--- src/rtl/poll_rd_path.sv ---
module poll_rd_path #(
  parameter int DATA_W = 8
) (
  input  logic              clk,
  input  logic              rst_n,
  input  logic              ce_n,
  input  logic              oe_n,
  input  logic              we_n,
  input  logic              busy,
  input  logic              wr_stb,
  input  logic [DATA_W-1:0] wr_data,
  input  logic [DATA_W-1:0] arr_q,
  output logic [DATA_W-1:0] dq_out,
  output logic              dq_oe
);
  localparam int POLL_BIT = DATA_W - 1;
  localparam int TOG_BIT  = DATA_W - 2;

  logic              rd_en, rd_q, tog;
  logic [DATA_W-1:0] last_b, status;

  assign rd_en = !ce_n && !oe_n && we_n;
  assign dq_oe = rd_en;

  always_ff @(posedge clk or negedge rst_n)
    if (!rst_n)      last_b <= '0;
    else if (wr_stb) last_b <= wr_data;

  always_ff @(posedge clk or negedge rst_n)
    if (!rst_n) begin
      rd_q <= 1'b0;
      tog  <= 1'b0;
    end else begin
      rd_q <= rd_en;
      if (!busy)              tog <= 1'b0;
      else if (rd_q && !rd_en) tog <= ~tog;
    end

  always_comb begin
    status           = last_b;
    status[POLL_BIT] = ~last_b[POLL_BIT];
    status[TOG_BIT]  = tog;
  end

  assign dq_out = !rd_en ? '0 : (busy ? status : arr_q);

  a_r1_quiet: assert property (@(posedge clk) disable iff (!rst_n)
    (ce_n || oe_n || !we_n) |-> (dq_out == '0 && !dq_oe));
  a_r3_poll_inv: assert property (@(posedge clk) disable iff (!rst_n)
    (busy && dq_oe) |-> (dq_out[POLL_BIT] != last_b[POLL_BIT]));
  a_r4_flip: assert property (@(posedge clk) disable iff (!rst_n)
    (busy && rd_q && !rd_en) |=> (tog != $past(tog)));
  a_r8_idle_clear: assert property (@(posedge clk) disable iff (!rst_n)
    !busy |=> !tog);
  a_r6_capture: assert property (@(posedge clk) disable iff (!rst_n)
    wr_stb |=> (last_b == $past(wr_data)));
  a_r6_hold: assert property (@(posedge clk) disable iff (!rst_n)
    !wr_stb |=> $stable(last_b));
  a_r2_idle_data: assert property (@(posedge clk) disable iff (!rst_n)
    (!busy && dq_oe) |-> (dq_out == arr_q));
endmodule

--- config.mk ---
export PLATFORM = sky130hd
export DESIGN_NAME = poll_rd_path
export DESIGN_NICKNAME = d
export VERILOG_FILES = /design/src/rtl/poll_rd_path.sv
export SDC_FILE = /design/constraint.sdc
export NUM_CORES = 1
export LEC_CHECK = 0
export CORE_AREA = 2 2 39 41
export DETAILED_ROUTE_END_ITERATION = 12
export DIE_AREA = 0 0 41 43
export DONT_BUFFER_PORTS = 1
export GPL_TIMING_DRIVEN = 0
export PLACE_DENSITY = 0.5
export SLEW_MARGIN = 10
export SYNTH_ARGS = -nofsm -noshare
export SYNTH_HDL_FRONTEND = slang
export SYNTH_SLANG_ARGS = --single-unit
--- constraint.sdc ---
create_clock -name clk -period 1.02 [get_ports clk]
set_input_delay 0.102 -clock clk [delete_from_list [all_inputs] [get_ports clk]]
set_output_delay 0.102 -clock clk [all_outputs]
set_load 0.02 [all_outputs]
* After elaboration in Yosys (flattened, before gate mapping)
Cells that the tools add are included.
Word-level totals: flip-flop bits (word level) 10, output and inout bits 9, input bits 23
Cells by class: muxes and demuxes 4, bitwise logic cells 2, equality and inequality tests 1, reduce and logical (&&, ||, !) cells 6
Operator list (number):
- $mux W8 | 2
- $logic_and A1 B1 Y1 | 3
- $logic_not A1 Y1 | 3
- $mux W1 | 2
- $ne A2 B1 Y1 const B | 1
- $not A1 Y1 | 2

* Longest topological paths before layout
depth after elaboration 7, gate-level depth with buffers 4, mapped depth without buffers 3

* Worst setup path after synthesis
No wires, ideal clock.
path type input -> output, start in ce_n, end out dq_out[7], arrival 0.996 ns, slack -0.078 ns, path buffers 1, stages on the path 3, cells stage by stage or3b_1 > buf_6 > a211oi_2
Between the ends: cells in the longest elaborated chain, start to end 4
RTL lines:
- start: declaration | line 6 | input logic ce_n,
- $logic_not A1 Y1 | line 22 | assign rd_en = !ce_n && !oe_n && we_n;
- $logic_and A1 B1 Y1 (2 in series) | line 22
- $mux W8 | line 45 | assign dq_out = !rd_en ? '0 : (busy ? status : arr_q);
- end: declaration | line 13 | output logic [DATA_W-1:0] dq_out,
No other way between the ends.

* Worst setup path after layout
start reg last_b[7], end out dq_out[7]
Between the ends: cells in the longest elaborated chain, start to end 3
RTL lines:
- start: declaration | line 20 | logic [DATA_W-1:0] last_b, status;
- start signal: assignment | line 27 | else if (wr_stb) last_b <= wr_data;
- $not A1 Y1 | line 41 | status[POLL_BIT] = ~last_b[POLL_BIT];
- $mux W8 (2 in series) | line 45
No other way between the ends.

==> impl_metrics.ini <==
[clock_tree]
cts-root-buf = clkbuf_4
cts_tree = done
cts_made_buffers = 3
clockBufferDepth = 2
cts_num_sinks = 9
clk_pin_slew_ns = 0.06
cts_max_level = 1
worstSkewPairLatency_ns = 0.25

[placement]
gp_congestion = 0.569
dp_hpwl_um = 778
portBuffers = 0
post-place-ws_ns = -0.0525
place_area_um2 = 503

[logic_synthesis]
ys_seq_area_frac = 0.477
netlist_instances = 41
synth_top_area_share = 0.477
yosys_warnings = 0
syn_area_um2 = 472
yosys.area.top_type = dfrtp_1
syn-mean-instance-area_um2 = 11.5
yosysUniqueCellTypes = 12
synth_mux_area_frac = 0.316
synthesis.nets = 64
ys_top_cells_by_area = dfrtp_1 48%, mux2_2 17%, mux2i_1 15%, nor2_1 5.6%, a211oi_2 2.7%
synth_adder_area_share = 0
yosys.area_share.simple = 0.117
synth_compound_area_frac = 0.0371
synth_xor_area_frac = 0
synth_seq_cells = 9
synth_top_family_by_area = multiplexers

[finish]
fin_area_um2 = 652
syn_to_final_growth_pct = 38.2
fin_nets = 79
drive_gt1_frac = 0.418
finish.utilization = 0.471
diodes = 0
num-fill-cells = 144

[sta]
min_period_ns = 1.09
rsz0062_at_grt = true
finalClockSkew_ns = 0.00000255
worst_pin_slew_ns = 0.412
max_freq_mhz = 921
hold_slack_ns = 0.215
fin_crit_sh = 1.06
final-setup-viol-count = 3
relSlewSlack = 0.725
finalHoldViolCount = 0
slew_violations = 0
setup_slack_ns = -0.0659

[critical_path]
worstPathRequired_ns = 0.92
arrival_ns = 0.98
crit_path_end_kind = primary output
worstPathCellList = a211oi_4
crit_type = reg2out
cp_slowest_stage_delay_ns = 0.41
startpoint_type = flop
critPathBufInv = 0
critical-path-top-delay-family = flip-flops
cp_max_fo = 2
slowest_stage = dfrtp_1

[global_route]
grt_pass1_wl_mm = 1.77
track_usage = 0.149
grt_max_degree = 11
grt_pass1_vias = 397
antenna_found_initial = 0
overflow = 0

[run]
drv_cap = 0

[floorplanning]
die_w_um = 41
start_util = 0.341
die_h_um = 43
rows = 14
die_area_um2 = 1760
io-pin-count = 32
coreArea_um2 = 1380

[drt]
routed_via_density = 5.06
drtPass1Iterations = 1
drc = 0
wirelength_mm = 1.11
via_count = 359
post_drt_wl_per_cell_um = 15.7
dr.first_iter.drc_count = 0
drtAntennaViolNets = 0

[hold_path]
hold_class = in2async

[power_and_ir_drop]
powerDensity_nw_per_um2 = 1280
p_clk_frac = 0.321
p_int_w = 0.000619
pwr-share-comb = 0.191
p_sw_frac = 0.257
ir_drop_uv = 730
switchingPower_w = 0.000214
p_leak_nw = 0.286
pwr-share-seq = 0.488

[status]
violations = setup timing
outcome = finished, violations left
-- cells in the mapped netlist --
library cell  instances
dfrtp_1               9
mux2_2                7
a21oi_1               1
or3b_1                1
nand2_1               2
nand2b_1              2
buf_6                 1
buf_2                 2
a211oi_2              1
inv_1                 1
nor2_1                7
mux2i_1               7
-- cells by family (layout without fill, tap and decap cells) --
group	Yosys count	in the layout
buffers and inverters	4	18
and+or+nand+nor	12	12
DFF	9	9
AOI/OAI and AO/OA	2	2
muxes	14	14
-- routing by layer --
| metal | up-vias | track usage | share of wire |
|---|---|---|---|
| li1 | 165 | - | - |
| met1 | 178 | 0.181 | 0.37 |
| met2 | 16 | 0.247 | 0.58 |
| met3 | 0 | 0.0366 | 0.053 |
| met4 | 0 | 0.0400 | 0 |
| met5 | - | 0 | 0 |
-- worst paths after layout --
path	startpoint	to	slack [ns]	cells after the start
setup / recovery	last_b[7]	dq_out[7]	-0.07	1
min in group clk	wr_stb	last_b[3]	0.25	2
max in group asynchronous	rst_n	last_b[1]	0.52	1
hold reg to reg	last_b[4]	last_b[4]	0.51	1
hold / removal	rst_n	last_b[4]	0.21	1
setup reg to reg	tog	tog	0.23	3
-- flip-flops by register name (all words and copies together) (netlist names) --
signal,count
last_b,7
rd_q,1
tog,1
-- placed cells by master, fill, tap and decap left out, types with 2 or more instances in the layout --
cell           instances
nor2_2                 6
mux2_2                 7
clkbuf_4               3
nand2b_1               2
buf_2                  2
dlygate4sd3_1          9
mux2i_1                7
dfrtp_1                9
-- power groups by stage --
stage          clock [W]  combinational, W  sequential [W]
2_1_floorplan          0          0.000100        0.000408
3_3_place_gp           0          0.000109        0.000410
3_5_place_dp           0          0.000114        0.000412
4_1_cts         0.000276          0.000151        0.000407
5_1_grt         0.000317          0.000175        0.000410
6_report        0.000267          0.000159        0.000407
-- worst register-to-register path: stages (launching register included) --
cell and delay [ns]:
dfrtp_1 0.35, nand2_2 0.08, buf_4 0.15, mux2i_1 0.14
-- per-stage QoR --
step | instances | TNS [ns] | power (W)
final | 71 | -0.111 | 0.000834
after CTS | 68 | -0.0877 | 0.000833
after global routing | 71 | -0.593 | 0.000902
after detailed placement | 57 | -0.301 | 0.000527
after global placement | 57 | -0.312 | 0.000519
after floorplan | 41 | -0.0774 | 0.000508
-- final cells by class --
cell class | count | area [um2] | area share
timing repair buffer | 10 | 97.6 | 0.150
tap | 16 | 20.0 | 0.0307
multi-input combinational | 28 | 258 | 0.395
inverter | 1 | 3.75 | 0.00576
clock buffer | 4 | 26.3 | 0.0403
sequential | 9 | 225 | 0.345
buffer | 3 | 21.3 | 0.0326
-- timing repair --
| item | CTS | global route |
|---|---|---|
| setup buffers | 1 | 0 |
| gates cloned | 0 | 0 |
| pin swaps | 2 | 2 |
| setup endpoints to repair | 8 | 8 |
| hold endpoints to repair | 14 | 3 |
| gates resized for setup | 8 | 0 |
| hold buffers | 6 | 3 |
No activity file was read; power rests on OpenSTA's default activity.
